File: config.mk
export PLATFORM = sky130hd
export DESIGN_NAME = rx_byte_queue
export DESIGN_NICKNAME = d
export VERILOG_FILES = /design/src/rtl/rxq_pkg.sv /design/src/rtl/rxq_store.sv /design/src/rtl/rxq_ptrs.sv /design/src/rtl/rxq_level.sv /design/src/rtl/rx_byte_queue.sv
export SDC_FILE = /design/constraint.sdc
export NUM_CORES = 1
export LEC_CHECK = 0
export BUFFER_PORTS_ARGS = -buffer_cell sky130_fd_sc_hd__buf_2
export CAP_MARGIN = 25
export CORE_ASPECT_RATIO = 0.6
export CORE_UTILIZATION = 50
export DETAILED_ROUTE_END_ITERATION = 7
export HOLD_SLACK_MARGIN = 0.03
export PLACE_DENSITY = 0.67
export SLEW_MARGIN = 25
export SYNTH_ARGS = -nofsm -noshare
export SYNTH_HDL_FRONTEND = slang
export SYNTH_SLANG_ARGS = --single-unit
File: constraint.sdc
create_clock -name clk -period 3.6 [get_ports clk]
set_input_delay 0.54 -clock clk [delete_from_list [all_inputs] [get_ports clk]]
set_output_delay 0.54 -clock clk [all_outputs]
set_load 0.02 [all_outputs]
File: src/rtl/rxq_pkg.sv
package rxq_pkg;
  localparam int unsigned RXQ_DEPTH  = 16;
  localparam int unsigned RXQ_DATA_W = 8;
  typedef logic [RXQ_DATA_W-1:0] rxq_byte_t;
endpackage

File: src/rtl/rxq_store.sv
module rxq_store #(
  parameter int unsigned DATA_W = 8,
  parameter int unsigned DEPTH  = 16,
  localparam int unsigned AW    = $clog2(DEPTH)
) (
  input  logic              clk,
  input  logic              we,
  input  logic [AW-1:0]     waddr,
  input  logic [DATA_W-1:0] wdata,
  input  logic [AW-1:0]     raddr,
  output logic [DATA_W-1:0] rdata
);
  logic [DATA_W-1:0] mem [DEPTH];

  always_ff @(posedge clk) begin
    if (we) mem[waddr] <= wdata;
  end

  assign rdata = mem[raddr];
endmodule

File: src/rtl/rxq_ptrs.sv
module rxq_ptrs #(
  parameter int unsigned DEPTH = 16,
  localparam int unsigned AW   = $clog2(DEPTH),
  localparam int unsigned CW   = $clog2(DEPTH + 1)
) (
  input  logic          clk,
  input  logic          rst_n,
  input  logic          push,
  input  logic          pop,
  output logic [AW-1:0] wr_ptr,
  output logic [AW-1:0] rd_ptr,
  output logic [CW-1:0] count
);
  logic [AW-1:0] wr_nxt, rd_nxt;

  generate
    if ((DEPTH & (DEPTH - 1)) == 0) begin : g_pow2
      assign wr_nxt = wr_ptr + AW'(1);
      assign rd_nxt = rd_ptr + AW'(1);
    end else begin : g_wrap
      assign wr_nxt = (wr_ptr == AW'(DEPTH - 1)) ? '0 : wr_ptr + AW'(1);
      assign rd_nxt = (rd_ptr == AW'(DEPTH - 1)) ? '0 : rd_ptr + AW'(1);
    end
  endgenerate

  always_ff @(posedge clk) begin
    if (!rst_n) begin
      wr_ptr <= '0;
      rd_ptr <= '0;
      count  <= '0;
    end else begin
      if (push) wr_ptr <= wr_nxt;
      if (pop)  rd_ptr <= rd_nxt;
      case ({push, pop})
        2'b10:   count <= count + CW'(1);
        2'b01:   count <= count - CW'(1);
        default: count <= count;
      endcase
    end
  end
endmodule

File: src/rtl/rxq_level.sv
module rxq_level #(
  parameter int unsigned DEPTH = 16,
  localparam int unsigned AW   = $clog2(DEPTH),
  localparam int unsigned CW   = $clog2(DEPTH + 1)
) (
  input  logic [CW-1:0] count,
  input  logic [AW-1:0] thr_m1,
  output logic [AW-1:0] occ_m1,
  output logic          empty,
  output logic          full,
  output logic          evt
);
  assign empty  = (count == '0);
  assign full   = (count == CW'(DEPTH));
  assign occ_m1 = empty ? '0 : AW'(count - CW'(1));
  assign evt    = (count > CW'(thr_m1));
endmodule

File: src/rtl/rx_byte_queue.sv
module rx_byte_queue
  import rxq_pkg::*;
#(
  parameter int unsigned DEPTH  = RXQ_DEPTH,
  parameter int unsigned DATA_W = RXQ_DATA_W,
  localparam int unsigned AW    = $clog2(DEPTH),
  localparam int unsigned CW    = $clog2(DEPTH + 1)
) (
  input  logic              clk,
  input  logic              rst_n,
  input  logic              in_valid,
  output logic              in_ready,
  input  logic [DATA_W-1:0] in_data,
  input  logic              rd_pop,
  output logic [DATA_W-1:0] rd_data,
  input  logic [AW-1:0]     thr_m1,
  output logic [AW-1:0]     occ_m1,
  output logic              empty,
  output logic              full,
  output logic              overflow,
  output logic              depth_evt
);
  logic          push, pop, ovf_q;
  logic [AW-1:0] wr_ptr, rd_ptr;
  logic [CW-1:0] count;
  logic [DATA_W-1:0] head;

  assign in_ready = !full;
  assign push     = in_valid && !full;
  assign pop      = rd_pop && !empty;

  rxq_ptrs #(.DEPTH(DEPTH)) u_ptrs (
    .clk(clk), .rst_n(rst_n), .push(push), .pop(pop),
    .wr_ptr(wr_ptr), .rd_ptr(rd_ptr), .count(count)
  );

  rxq_store #(.DATA_W(DATA_W), .DEPTH(DEPTH)) u_store (
    .clk(clk), .we(push), .waddr(wr_ptr), .wdata(in_data),
    .raddr(rd_ptr), .rdata(head)
  );

  rxq_level #(.DEPTH(DEPTH)) u_level (
    .count(count), .thr_m1(thr_m1), .occ_m1(occ_m1),
    .empty(empty), .full(full), .evt(depth_evt)
  );

  always_ff @(posedge clk) begin
    if (!rst_n)                  ovf_q <= 1'b0;
    else if (in_valid && full)   ovf_q <= 1'b1;
  end

  assign overflow = ovf_q;
  assign rd_data  = empty ? '0 : head;
endmodule

# Word level (Yosys, flattened, before mapping)
# Memory sizes are Yosys's and may differ from the RTL's. A register that Yosys moved wholly into a read port is not among the register bits.
# Cells that the tools add are included.
[totals]
ff_bits = 14
n_memories = 1
output_inout_bits = 17
mem_bits_rw = 128
[op_classes]
order_cmp = 1
n_reduce_logical = 7
eq_ne = 3
mux = 7
add_sub_neg = 4
[memory_table]
columns = ["memory", "words", "width", "rd", "rd_ports_with_merged_regs", "wr", "line_no", "rtl"]
rows = [
  ["u_store.mem", 16, 8, 1, 1, 1, "rxq_store.sv:13", "logic [DATA_W-1:0] mem [DEPTH];"],
]
[ops]
columns = ["op", "count"]
rows = [
  ["4-bit two-way mux", 3],
  ["5-bit case mux with 2 select lines", 1],
  ["4-bit by 1-bit adder with 4-bit output, second input constant", 2],
  ["8-bit two-way mux", 1],
  ["5-bit by 1-bit adder with 5-bit output, second input constant", 1],
  ["5-bit == test, second input constant", 1],
  ["5-bit by 4-bit > comparator with 1-bit output", 1],
  ["5-bit logical NOT", 1],
  ["5-bit by 1-bit subtractor with 5-bit output, second input constant", 1],
  ["1-bit logical AND", 3],
  ["2-bit by 1-bit == test with 1-bit output, second input constant", 1],
  ["2-bit == test, second input constant", 1],
  ["1-bit logical NOT", 2],
  ["1-bit two-way mux", 2],
  ["2-bit nonzero test", 1],
]

# Longest topological paths before layout
[depth]
ltp_word = 5
ltp_mapped = 11

# Hierarchy
# Synthesis repeated with hierarchy kept, for this count alone.
[unflattened]
hier_cells = 334
hier_area_um2 = 6008.3
[by_module_without_submodules]
columns = ["module", "cells_per_inst", "area_per_inst_um2", "n_inst", "seq_area_each_um2"]
rows = [
  ["rxq_store", 221, 4987.3, 1, 3843.7],
  ["rxq_ptrs", 72, 713.2, 1, 260.2],
  ["rxq_level", 27, 210.2, 1, 0.0],
  ["rx_byte_queue", 14, 97.6, 1, 20.0],
]

# Worst setup path after synthesis
# No wires, ideal clock.
[synth_path]
path_type = "register to register"
start = "register u_ptrs.count[0]"
end = "register u_ptrs.count[3]"
arrival_time_ns = 2.473
path_stages_with_launch = 11
slack_ns = 1.068
path_buffers = 1
path_cell_list = "dfxtp_1 > inv_1 > ha_1 > or4b_4 > and2_4 > buf_6 > ha_1 > and4b_1 > a21oi_1 > or4b_1 > nand2_1"
[synth_via]
elab_chain_cells = 5
[synth_rtl]
columns = ["item", "line_no", "rtl"]
rows = [
  ["start, declared", "rxq_ptrs.sv:12", "output logic [CW-1:0] count"],
  ["start signal, assigned", "rxq_ptrs.sv:35", "2'b10: count <= count + CW'(1);"],
  ["start signal, assigned", "rxq_ptrs.sv:36", "2'b01: count <= count - CW'(1);"],
  ["start signal, assigned", "rxq_ptrs.sv:37", "default: count <= count;"],
  ["5-bit logical NOT (*)", "rxq_level.sv:13", "assign empty = (count == '0);"],
  ["1-bit logical NOT (*)", "rx_byte_queue.sv:30", "assign pop = rd_pop && !empty;"],
  ["1-bit logical AND (*)", "rx_byte_queue.sv:30", ""],
  ["named net pop", "rx_byte_queue.sv:23", "logic push, pop, ovf_q;"],
  ["2-bit by 1-bit == test with 1-bit output / 2-bit == test (equally long branches)", "rxq_ptrs.sv:34", "case ({push, pop})"],
  ["5-bit case mux with 2 select lines / 2-bit nonzero test (equally long branches)", "--", ""],
]
# The timed path passes the listed nets; every way through them passes the cells marked *.
# A chain may end at the register's enable or synchronous reset.

==> flow_summary_export.csv <==
group,metric,value,unit
setup_path,critPathKind,"flop to output port",
logic_synthesis,seq_area_frac_synth,68.9,%
setup_path,cp-start-kind,"flop",
global_routing,grt-ovfl-total,0,
placement,hpwl,7.72,mm
setup_path,cp_max_fo,18,
routing,viasPerCell,5.52,
logic_synthesis,yosys-top-cells-area,"edfxtp_1 63%, mux4_2 7.0%, dfxtp_1 5.9%",
placement,io_buffer_count,32,
clocking,cts_resized,0,
sta,slew_headroom,56.6,%
setup_path,worstPathArrival,2.39,ns
floorplanning,core,11600,um^2
placement,dpl_worst_slack,0.860,ns
clocking,cts_num_sinks,146,
global_routing,first_global_vias,3018,
sta,fin_crit,2.93,ns
setup_path,critPathBufInv,2,
routing,vias,3095,
routing,drtIter0Drc,186,
hold_path,hp-class,"input port to flop",
flow_run,max_cap_viol_count,0,
clocking,worstSkewPairLatency,0.41,ns
routing,drt_pass1_iterations,5,
sta,layout_setup_ws,0.670,ns
finish,areaGrowthSynthToFinish,16.3,%
finish,nets,415,
run_status,status,"finished clean",
logic_synthesis,async_flop_share,0,%
global_routing,grt_max_degree,25,
finish,drive_above_1_share,28.6,%
sta,slew_viol_final,0,
logic_synthesis,synth_nets,366,
clocking,cts_buffers,17,
sta,tightest_slew,0.645,ns
setup_path,slowest_stage,"mux4_1",
placement,place.gp.congestion,0.873,
logic_synthesis,synth_area,6100,um^2
hold_path,holdCritStartpoint,"in_valid",
logic_synthesis,yosys_warnings,0,
finish,fin_util,61.2,%
sta,worst_clock_skew,0.0136,ns
logic_synthesis,yosys.area.top_type,"edfxtp_1",
routing,routedWlPerCell,21.1,um
global_routing,grtUsageTotal,20.7,%
logic_synthesis,synth_edf_count,128,
sta,grt_setup_unrepaired,"no",
sta,final_hold_viol_count,0,
floorplanning,rows,30,
logic_synthesis,ys_seq_elements,146,
clocking,htreeDepth,4,
sta,fin_tns_setup,0,ns
floorplanning,dieWidth,145,um
finish,fill_cells,852,
sta,fin_crit_sh,81.4,%
routing,drcViolationCount,0,
clocking,holdBufCountCts,0,
pwr,p_leak,2.45,nW
pwr,power_density,696,nW/um^2
routing,ant_nets,0,
floorplanning,die_h,87.6,um
setup_path,cp-end-kind,"output port",
global_routing,grt_pass1_wl,18.1,mm
global_routing,antenna_found_initial,2,
floorplanning,die_area,12700,um^2
setup_path,crit_required,3.06,ns
sta,max_freq,0.341,GHz
logic_synthesis,synth_flop_cell,"edfxtp_1",
pwr,max-vdd-ir-drop,0.000386,V
logic_synthesis,syn_inst,338,
floorplanning,start_util,52.6,%
floorplanning,io_pins,33,
sta,setup_viol,0,
clocking,clock_path_buffers,2,
setup_path,critical_path.top_delay_family,"multiplexers",
setup_path,slowest_delay,0.61,ns
setup_path,crit_chain,"buf_4 -> mux4_1 -> mux2_2 -> o21ai_1 -> a21oi_1 -> buf_2",
logic_synthesis,yosys.area.top_type_share,63.0,%
routing,wl,11.8,mm
logic_synthesis,syn_area_per_cell,18.1,um^2
clocking,post_cts_buffers,0,
clocking,cts_tree,"built",
logic_synthesis,synth_cell_types,40,
clocking,root_buffer,"clkbuf_16",
setup_path,rr_startpoint,"u_ptrs.count[0]$_SDFFE_PN0P_",
clocking,cts.clk_slew.worst_paths,0.06,ns
[placed cells by master (no fill, tap or decap), types with 5 or more instances in the layout]
cell and instances:
mux2i_1 10, mux4_1 13, a21oi_1 13, nand2_1 6
buf_2 32, buf_4 17, xnor2_1 8, o21ai_0 6
dfxtp_1 18, and2_1 12, nor2_1 9, mux2_2 8
inv_1 15, nor3_1 5, o21ai_1 5, clkbuf_16 17
ha_1 12, edfxtp_1 128, mux4_2 19
[where the power goes]
part	internal [mW]	switching (mW)	leakage, nW
clock	1.15	0.658	0.301
combinational	0.503	0.668	0.848
sequential	1.91	0.0533	1.30
total	3.56	1.38	2.45
[worst paths after layout]
check / end / slack [ns] / depth (start not counted)
worst max register to register: u_ptrs.count[3]$_SDFFE_PN0P_ / 0.84 / 9
worst max-delay path: rd_data[3] / 0.67 / 6
worst min register to register: overflow$_SDFFE_PN0P_ / 0.49 / 2
worst min-delay path: overflow$_SDFFE_PN0P_ / 0.43 / 3
[per-layer routing]
metal | track usage, % | vias to the layer above | part of all wire, %
met2 | 28.4 | 94 | 43
met4 | 5.74 | 0 | 0.87
met3 | 6.29 | 11 | 6.0
li1 | - | 1432 | -
met1 | 32.1 | 1558 | 50
met5 | 0 | - | 0
[synth_stat cells, types with 8 or more instances]
master,instances
ha_1,12
and2_1,12
mux2i_1,10
mux2_2,8
a21oi_1,13
inv_1,15
xnor2_1,8
mux4_1,13
dfxtp_1,18
buf_2,8
nor2_1,9
edfxtp_1,128
mux4_2,19
[final cells by class]
type / instances / area [um^2] / share of cell area (%)
tap: 160 / 200 / 2.82
inverter: 15 / 56.3 / 0.793
antenna: 2 / 5.00 / 0.0705
sequential: 146 / 4200 / 59.2
clock buffer: 17 / 425 / 5.99
timing repair buffer: 49 / 288 / 4.05
clock inverter: 14 / 186 / 2.63
multi-input combinational: 158 / 1730 / 24.4
[kinds of logic after synthesis]
kind of cell / after synthesis / share of synthesized area, %
multiplexers: 50 / 15.7
AND/OR/NAND/NOR: 57 / 5.64
adder cells (fa/ha/maj): 12 / 2.46
buffers and inverters: 34 / 3.14
flip-flops: 146 / 68.9
AO/OA/AOI/OAI: 28 / 2.46
XOR/XNOR: 11 / 1.70
[per-stage QoR]
stage / std cells / total power, mW / hold WS (ns) / cell area, um^2
final: 561 / 4.94 / 0.427 / 7100
after global routing: 559 / 5.16 / 0.434 / 7090
after CTS: 559 / 4.98 / 0.423 / 7090
after detailed placement: 528 / 3.17 / 0.480 / 6480
after global placement: 528 / 3.16 / 0.472 / 6480
after floorplan: 338 / 2.88 / 0.489 / 6100
[sequential cells by signal, indices dropped and copies added, names as in the netlist, named ones only]
signal / count
u_ptrs.count: 5
u_ptrs.wr_ptr: 4
u_store.mem: 128
u_ptrs.rd_ptr: 4
overflow: 1
[worst register-to-register path, stage by stage, from the launching register on]
cell and delay [ns]:
dfxtp_1 0.36, inv_1 0.10, ha_1 0.28, or4b_4 0.61, and2_4 0.23, ha_1 0.25, and4b_1 0.27, a21oi_1 0.05
or4b_1 0.48, nand2_1 0.08
Note: power is estimated with default switching activity, not from simulation.
